### config.mk
export PLATFORM = sky130hd
export DESIGN_NAME = dual_bank_sel
export DESIGN_NICKNAME = d
export VERILOG_FILES = /design/src/rtl/dbs_pkg.sv /design/src/rtl/dbs_sync.sv /design/src/rtl/dbs_arbiter.sv /design/src/rtl/dbs_sram.sv /design/src/rtl/dual_bank_sel.sv
export SDC_FILE = /design/constraint.sdc
export NUM_CORES = 1
export LEC_CHECK = 0
export CAP_MARGIN = 20
export CORE_MARGIN = 1.5
export CORE_UTILIZATION = 55
export CTS_CLUSTER_DIAMETER = 120
export DETAILED_ROUTE_END_ITERATION = 8
export GPL_ROUTABILITY_DRIVEN = 0
export PLACE_DENSITY = 0.75
export SKIP_LAST_GASP = 1
export SYNTH_ARGS = -nofsm -noshare
export SYNTH_HDL_FRONTEND = slang
export SYNTH_SLANG_ARGS = --single-unit
### constraint.sdc
create_clock -name clk -period 4.35 [get_ports clk]
set_input_delay 1.0875 -clock clk [delete_from_list [all_inputs] [get_ports clk]]
set_output_delay 1.0875 -clock clk [all_outputs]
set_load 0.02 [all_outputs]
### src/rtl/dbs_pkg.sv
`timescale 1ns/1ps
package dbs_pkg;
    localparam int BYTE_W = 8;

    typedef enum logic [1:0] {
        BANK_NONE  = 2'd0,
        BANK_SRAM  = 2'd1,
        BANK_FLASH = 2'd2
    } bank_e;
endpackage

### src/rtl/dbs_sync.sv
`timescale 1ns/1ps
module dbs_sync #(
    parameter int W = 4,
    parameter int STAGES = 2,
    parameter logic [W-1:0] RST_VAL = '0
) (
    input  logic         clk,
    input  logic         rst_n,
    input  logic [W-1:0] d_i,
    output logic [W-1:0] q_o
);
    logic [STAGES-1:0][W-1:0] stg_q;

    always_ff @(posedge clk or negedge rst_n) begin
        if (!rst_n) begin
            for (int i = 0; i < STAGES; i++) stg_q[i] <= RST_VAL;
        end else begin
            stg_q[0] <= d_i;
            for (int i = 1; i < STAGES; i++) stg_q[i] <= stg_q[i-1];
        end
    end

    assign q_o = stg_q[STAGES-1];
endmodule

### src/rtl/dbs_arbiter.sv
`timescale 1ns/1ps
module dbs_arbiter
    import dbs_pkg::*;
#(
    parameter bit SHARED_PIN = 1'b0
) (
    input  logic  sel_n_i,
    input  logic  fen_n_i,
    input  logic  oe_n_i,
    input  logic  we_n_i,
    input  logic  p_sel_n_i,
    input  logic  p_fen_n_i,
    input  logic  p_we_n_i,
    output bank_e bank_o,
    output logic  standby_o,
    output logic  collide_o,
    output logic  sram_rd_o,
    output logic  commit_o,
    output logic  flash_cs_n_o,
    output logic  flash_rd_n_o
);
    logic flash_own, sram_own, both_now, both_prev, wr_held;

    // flash dominates any overlap of the two enables
    assign flash_own = !fen_n_i;
    assign sram_own  = fen_n_i && !sel_n_i;

    always_comb begin
        if (flash_own)     bank_o = BANK_FLASH;
        else if (sram_own) bank_o = BANK_SRAM;
        else               bank_o = BANK_NONE;
    end

    assign standby_o = fen_n_i && sel_n_i;

    // overlap only exists when the two enables are separate pins
    assign both_now  = !SHARED_PIN && !fen_n_i && !sel_n_i;
    assign both_prev = !SHARED_PIN && !p_fen_n_i && !p_sel_n_i;
    assign collide_o = both_now && !both_prev;

    assign sram_rd_o    = sram_own && !oe_n_i && we_n_i;
    assign flash_cs_n_o = fen_n_i;
    assign flash_rd_n_o = !(flash_own && !oe_n_i && we_n_i);

    // write held in previous sample; first rising strobe ends it
    assign wr_held  = p_fen_n_i && !p_sel_n_i && !p_we_n_i;
    assign commit_o = wr_held && (sel_n_i || we_n_i);
endmodule

### src/rtl/dbs_sram.sv
`timescale 1ns/1ps
module dbs_sram
    import dbs_pkg::*;
#(
    parameter int DEPTH = 16,
    parameter int ADDR_W = 19
) (
    input  logic              clk,
    input  logic              wr_i,
    input  logic [ADDR_W-1:0] waddr_i,
    input  logic [BYTE_W-1:0] wdata_i,
    input  logic [ADDR_W-1:0] raddr_i,
    output logic [BYTE_W-1:0] rdata_o
);
    localparam int IW = (DEPTH > 1) ? $clog2(DEPTH) : 1;
    localparam logic [ADDR_W-1:0] LIMIT = ADDR_W'(DEPTH);

    logic [BYTE_W-1:0] mem [DEPTH];
    logic w_ok, r_ok;

    assign w_ok = waddr_i < LIMIT;
    assign r_ok = raddr_i < LIMIT;

    always_ff @(posedge clk) begin
        if (wr_i && w_ok) mem[waddr_i[IW-1:0]] <= wdata_i;
    end

    assign rdata_o = r_ok ? mem[raddr_i[IW-1:0]] : {BYTE_W{1'b1}};
endmodule

### src/rtl/dual_bank_sel.sv
`timescale 1ns/1ps
module dual_bank_sel
    import dbs_pkg::*;
#(
    parameter int ADDR_W = 19,
    parameter int SRAM_DEPTH = 16,
    parameter bit SHARED_PIN = 1'b0
) (
    input  logic              clk,
    input  logic              rst_n,
    input  logic [ADDR_W-1:0] addr_i,
    input  logic [7:0]        wdata_i,
    input  logic              sram_en_n_i,
    input  logic              flash_en_n_i,
    input  logic              oe_n_i,
    input  logic              we_n_i,
    output logic [7:0]        rdata_o,
    output logic              drive_o,
    output logic              flash_cs_n_o,
    output logic              flash_rd_n_o,
    output logic [1:0]        bank_o,
    output logic              collide_o,
    output logic              standby_o
);
    localparam int SYNC_W = ADDR_W + BYTE_W + 4;
    localparam logic [SYNC_W-1:0] SYNC_RST = {{(ADDR_W + BYTE_W){1'b0}}, 4'hF};

    typedef struct packed {
        bank_e             bank;
        logic              standby;
        logic              collide;
        logic              drive;
        logic [BYTE_W-1:0] rdata;
        logic              cs_n;
        logic              rd_n;
        logic [ADDR_W-1:0] p_addr;
        logic [BYTE_W-1:0] p_wdata;
        logic              p_sel_n;
        logic              p_fen_n;
        logic              p_we_n;
    } state_t;

    state_t st_d, st_q;

    logic [SYNC_W-1:0] s_vec;
    logic [ADDR_W-1:0] s_addr;
    logic [BYTE_W-1:0] s_wdata;
    logic s_sen, s_fen, s_oe, s_we, sel_n, eff_oe;

    dbs_sync #(.W(SYNC_W), .STAGES(2), .RST_VAL(SYNC_RST)) u_sync (
        .clk   (clk),
        .rst_n (rst_n),
        .d_i   ({addr_i, wdata_i, sram_en_n_i, flash_en_n_i, oe_n_i, we_n_i}),
        .q_o   (s_vec)
    );

    assign {s_addr, s_wdata, s_sen, s_fen, s_oe, s_we} = s_vec;

    generate
        if (SHARED_PIN) begin : g_shared
            assign sel_n  = s_oe;
            assign eff_oe = s_oe;
        end else begin : g_split
            assign sel_n  = s_sen;
            assign eff_oe = s_oe;
        end
    endgenerate

    bank_e arb_bank;
    logic arb_stby, arb_coll, arb_rd, arb_commit, arb_cs_n, arb_rd_n;
    logic [BYTE_W-1:0] mem_rdata;

    dbs_arbiter #(.SHARED_PIN(SHARED_PIN)) u_arb (
        .sel_n_i      (sel_n),
        .fen_n_i      (s_fen),
        .oe_n_i       (eff_oe),
        .we_n_i       (s_we),
        .p_sel_n_i    (st_q.p_sel_n),
        .p_fen_n_i    (st_q.p_fen_n),
        .p_we_n_i     (st_q.p_we_n),
        .bank_o       (arb_bank),
        .standby_o    (arb_stby),
        .collide_o    (arb_coll),
        .sram_rd_o    (arb_rd),
        .commit_o     (arb_commit),
        .flash_cs_n_o (arb_cs_n),
        .flash_rd_n_o (arb_rd_n)
    );

    dbs_sram #(.DEPTH(SRAM_DEPTH), .ADDR_W(ADDR_W)) u_sram (
        .clk     (clk),
        .wr_i    (arb_commit),
        .waddr_i (st_q.p_addr),
        .wdata_i (st_q.p_wdata),
        .raddr_i (s_addr),
        .rdata_o (mem_rdata)
    );

    always_comb begin
        st_d         = st_q;
        st_d.bank    = arb_bank;
        st_d.standby = arb_stby;
        st_d.collide = arb_coll;
        st_d.drive   = arb_rd;
        st_d.rdata   = arb_rd ? mem_rdata : '0;
        st_d.cs_n    = arb_cs_n;
        st_d.rd_n    = arb_rd_n;
        st_d.p_addr  = s_addr;
        st_d.p_wdata = s_wdata;
        st_d.p_sel_n = sel_n;
        st_d.p_fen_n = s_fen;
        st_d.p_we_n  = s_we;
    end

    always_ff @(posedge clk or negedge rst_n) begin
        if (!rst_n) begin
            st_q         <= '0;
            st_q.bank    <= BANK_NONE;
            st_q.standby <= 1'b1;
            st_q.cs_n    <= 1'b1;
            st_q.rd_n    <= 1'b1;
            st_q.p_sel_n <= 1'b1;
            st_q.p_fen_n <= 1'b1;
            st_q.p_we_n  <= 1'b1;
        end else begin
            st_q <= st_d;
        end
    end

    assign rdata_o      = st_q.rdata;
    assign drive_o      = st_q.drive;
    assign flash_cs_n_o = st_q.cs_n;
    assign flash_rd_n_o = st_q.rd_n;
    assign bank_o       = st_q.bank;
    assign collide_o    = st_q.collide;
    assign standby_o    = st_q.standby;


    collide_is_flash_chk: assert property (@(posedge clk) disable iff (!rst_n)
        collide_o |-> (bank_o == BANK_FLASH) && !drive_o);


    collide_single_chk: assert property (@(posedge clk) disable iff (!rst_n)
        collide_o |=> !collide_o);


    standby_quiet_chk: assert property (@(posedge clk) disable iff (!rst_n)
        standby_o |-> !drive_o && flash_cs_n_o && flash_rd_n_o && (bank_o == BANK_NONE));


    drive_owner_chk: assert property (@(posedge clk) disable iff (!rst_n)
        drive_o |-> (bank_o == BANK_SRAM) && flash_cs_n_o);


    flash_read_sel_chk: assert property (@(posedge clk) disable iff (!rst_n)
        !flash_rd_n_o |-> !flash_cs_n_o && !drive_o);
endmodule

==> impl_results.md <==
* Post-DR vias/cell at 5.477
* Multi-input gate area in the final layout at 1272 sq um
* Area growth syn-to-layout at 17.74%
* Max VDD drop at 0.4355 mV
* Initial Util at 0.5692
* Sequential power share at 0.548
* Clock Skew at 0.01372 ns
* Start point of the critical path: st_q[0]
* Initial antenna violation count at 0
* Synth top area cells: edfxtp_1 (48%), dfrtp_1 (29%), mux4_2 (7.9%)
* Routed wire length at approximately 13000 um
* DIE AREA at between 15000 and 20000 sq um
* Async set-reset flop share out of synthesis at 0.4530
* Pins Over Slew Limit at 0
* Clock Power Share at 0.421
* F_max at 353.3 MHz
* Final net count at 479
* Clock sinks at 234
* CP Launch Type: register
* Fin crit period at 2.830 ns
* Most common cell after layout, fill and taps aside: edfxtp_1
* IO Pins at 48
* Post-route ant nets at 0
* Buf/Inv on CP at 0
* DRC Markers at 0
* RR Endpoint: u_sram.mem[10][3]
* FP Rows at 43
* Avg Inst Size Synth at 20.95 sq um
* DP HPWL at 7923 um
* Syn Inst Count at 380
* Reg2reg setup slack at 1.52 ns
* WL/cell at approximately 20 um
* # diodes at 0
* CTS tree: built
* Largest net degree at the start of global routing at 90
* H-tree depth at 1
* Power, Total at approximately 4.5 mW
* Syn Nets at 413
* Hold Path Origin: u_sync.stg_q[28]
* Synth Cell Area at around 8000 sq um
* Crit-path leading delay family: simple AND/OR/NAND/NOR gates
* Met2 usage at 0.2913
* Crit end category: register
* Worst reg2reg path depth at 4
* Max-cap violations at 0
* Post-synth cell types at 34
* RSZ-0062 raised after global routing: false
* Setup TNS Final at 0 ns
* Crit-path slowest cell: nor3_1
* Post-CTS Resized at 0
* Met3 usage at 0.03137
* Sw Share at 0.1928
* Reg2reg start: st_q[0]
* Die H at 123.3 um
* Fillers at 913
* Setup slack after layout at between 1.5 and 2 ns
* Clock Path Buffers at 3
* Slew Limit Headroom at 0.2948
* Die Wd at 123.3 um
* Leakage at 3.526 nW
* Yosys top cell area share at 0.4827
* Worst Tran Pin Value at 1.050 ns
* Num CTS Buffers at 22
* Post-synth EDFFs at 128
* Clock latency on the worst-skew pair at roughly 0.50 ns
* Synth warnings at 0
* Crit Path Category: register to register
* HP Class: register to register
* Top cell type by total area after synthesis: edfxtp_1
* Initial drt markers at 216
* Clk pin slew, worst setup/hold paths at around 0.06 ns
* Stages on worst setup path at 4
* Postcts setup bufs at 0
* GR met1 Demand/Resource at 0.2495
* PD cells at 476.5 nW/um^2
* Cells along the critical path: or4_1, nor4_2, nand4b_2, nor3_1
* Core area at 13990 sq um
* Switching power at 0.8613 mW
* Post-synthesis sequential element count at 234
* Vias in the first global route at approximately 3600
* Register area at 6515 sq um
* Critical path data arrival time at 2.94 ns
* Tcrit/Tclk final at 0.6506
* DRT Pass-1 Iters at 4
* Root buf cell: clkbuf_16
* Crit path required time at 4.46 ns
* Via Count at 3516
* Endpoints failing setup at 0
* GRT busiest layer: met2
* Worst-path fanout max at 8
* Outcome: finished clean
* Prevailing post-synth register cell: edfxtp_1
* Total gr overflow at 0
* First-pass GRT wire length at 19840 um
* Most frequent cells in the layout: edfxtp_1 (128), dfrtp_1 (91), clkdlybuf4s50_1 (46)
* Total GRT Usage at 0.1796
* CP peak stage delay at 0.94 ns
* Pint at 3.606 mW
* Hold Vio Cnt, Final at 0
* Post-synthesis sequential area ratio at 0.8179
* Setup Slack @ Placement at roughly 1.4 ns
* Worst setup path end: u_sram.mem[10][3]
* Layout cells sized above 1 at 0.2165
* # hold bufs at CTS at 0
* Port buffer count at 47
* Comb power frac at 0.031
==> layer usage <==
metal	up-vias	wire length (um)
li1	1573	-
met5	-	0
met2	116	6474
met1	1796	5159
met3	31	832
met4	0	397
==> worst min-delay path by stage <==
stage,end,slack [ns],cells after the start
after floorplan,st_q[10],0.33,0
after global placement,st_q[6],0.33,0
after CTS,u_sync.q_o[28],0.35,0
after global routing,u_sync.q_o[8],0.35,0
after detailed placement,st_q[4],0.33,0
final,u_sync.q_o[28],0.34,0
==> area by class of cell <==
type | instances | area share
clock inverters | 11 | 0.01081
multi-input cells | 119 | 0.1357
inverters | 4 | 0.001601
clock buffers | 29 | 0.06700
flip-flops and latches | 234 | 0.6949
repair buffers | 65 | 0.06593
well taps | 180 | 0.02402
==> cell usage after synthesis (3+ instances only) <==
library cell / n
or3_1: 7
nor4_1: 9
nor3_1: 14
mux2i_1: 17
clkbuf_1: 4
nand2_1: 3
nor2_1: 19
buf_4: 11
nor2b_1: 3
dfrtp_1: 93
buf_2: 3
mux4_2: 28
inv_1: 4
dfstp_2: 13
edfxtp_1: 128
==> metrics by stage <==
step | instance area [sq um] | utilization | std cells | hold slack [ns]
floorplan | 7963 | - | 380 | 0.3312
global placement | 8541 | 0.6106 | 590 | 0.3317
detailed placement | 8541 | 0.6106 | 590 | 0.3347
CTS | 9270 | 0.6627 | 630 | 0.3462
global route | 9375 | 0.6702 | 642 | 0.3523
finish | 9375 | 0.6702 | 642 | 0.3434
==> cells by family after synthesis <==
group                  synth area share
AOI/OAI and AO/OA              0.005187
muxes                            0.1072
buffers and inverters           0.02231
DFF                              0.8179
and+or+nand+nor                 0.04745
==> power groups by stage <==
stage	combinational [mW]	sequential (mW)	clock (mW)
finish	0.140	2.45	1.88
global route	0.153	2.45	2.00
CTS	0.133	2.45	1.91
detailed placement	0.132	2.50	0
global placement	0.130	2.49	0
floorplan	0.0807	2.46	0
==> sequential cells by signal, indices dropped and copies added (netlist names) <==
| register | flops |
|---|---|
| u_sram.mem | 128 |
| u_sync.q_o | 31 |
| u_sync.stg_q | 31 |
| st_q | 29 |
| rdata_o | 8 |
| bank_o | 2 |
| collide_o | 1 |
| drive_o | 1 |
| flash_cs_n_o | 1 |
| flash_rd_n_o | 1 |
| standby_o | 1 |
==> worst reg2reg max path, cell delays in order, from the launching register on <==
cell and delay [ns]:
dfstp_2 0.36, or4_1 0.53, nor4_2 0.29, nand4b_2 0.33, nor3_1 0.94
No activity file was read; power rests on OpenSTA's default activity.
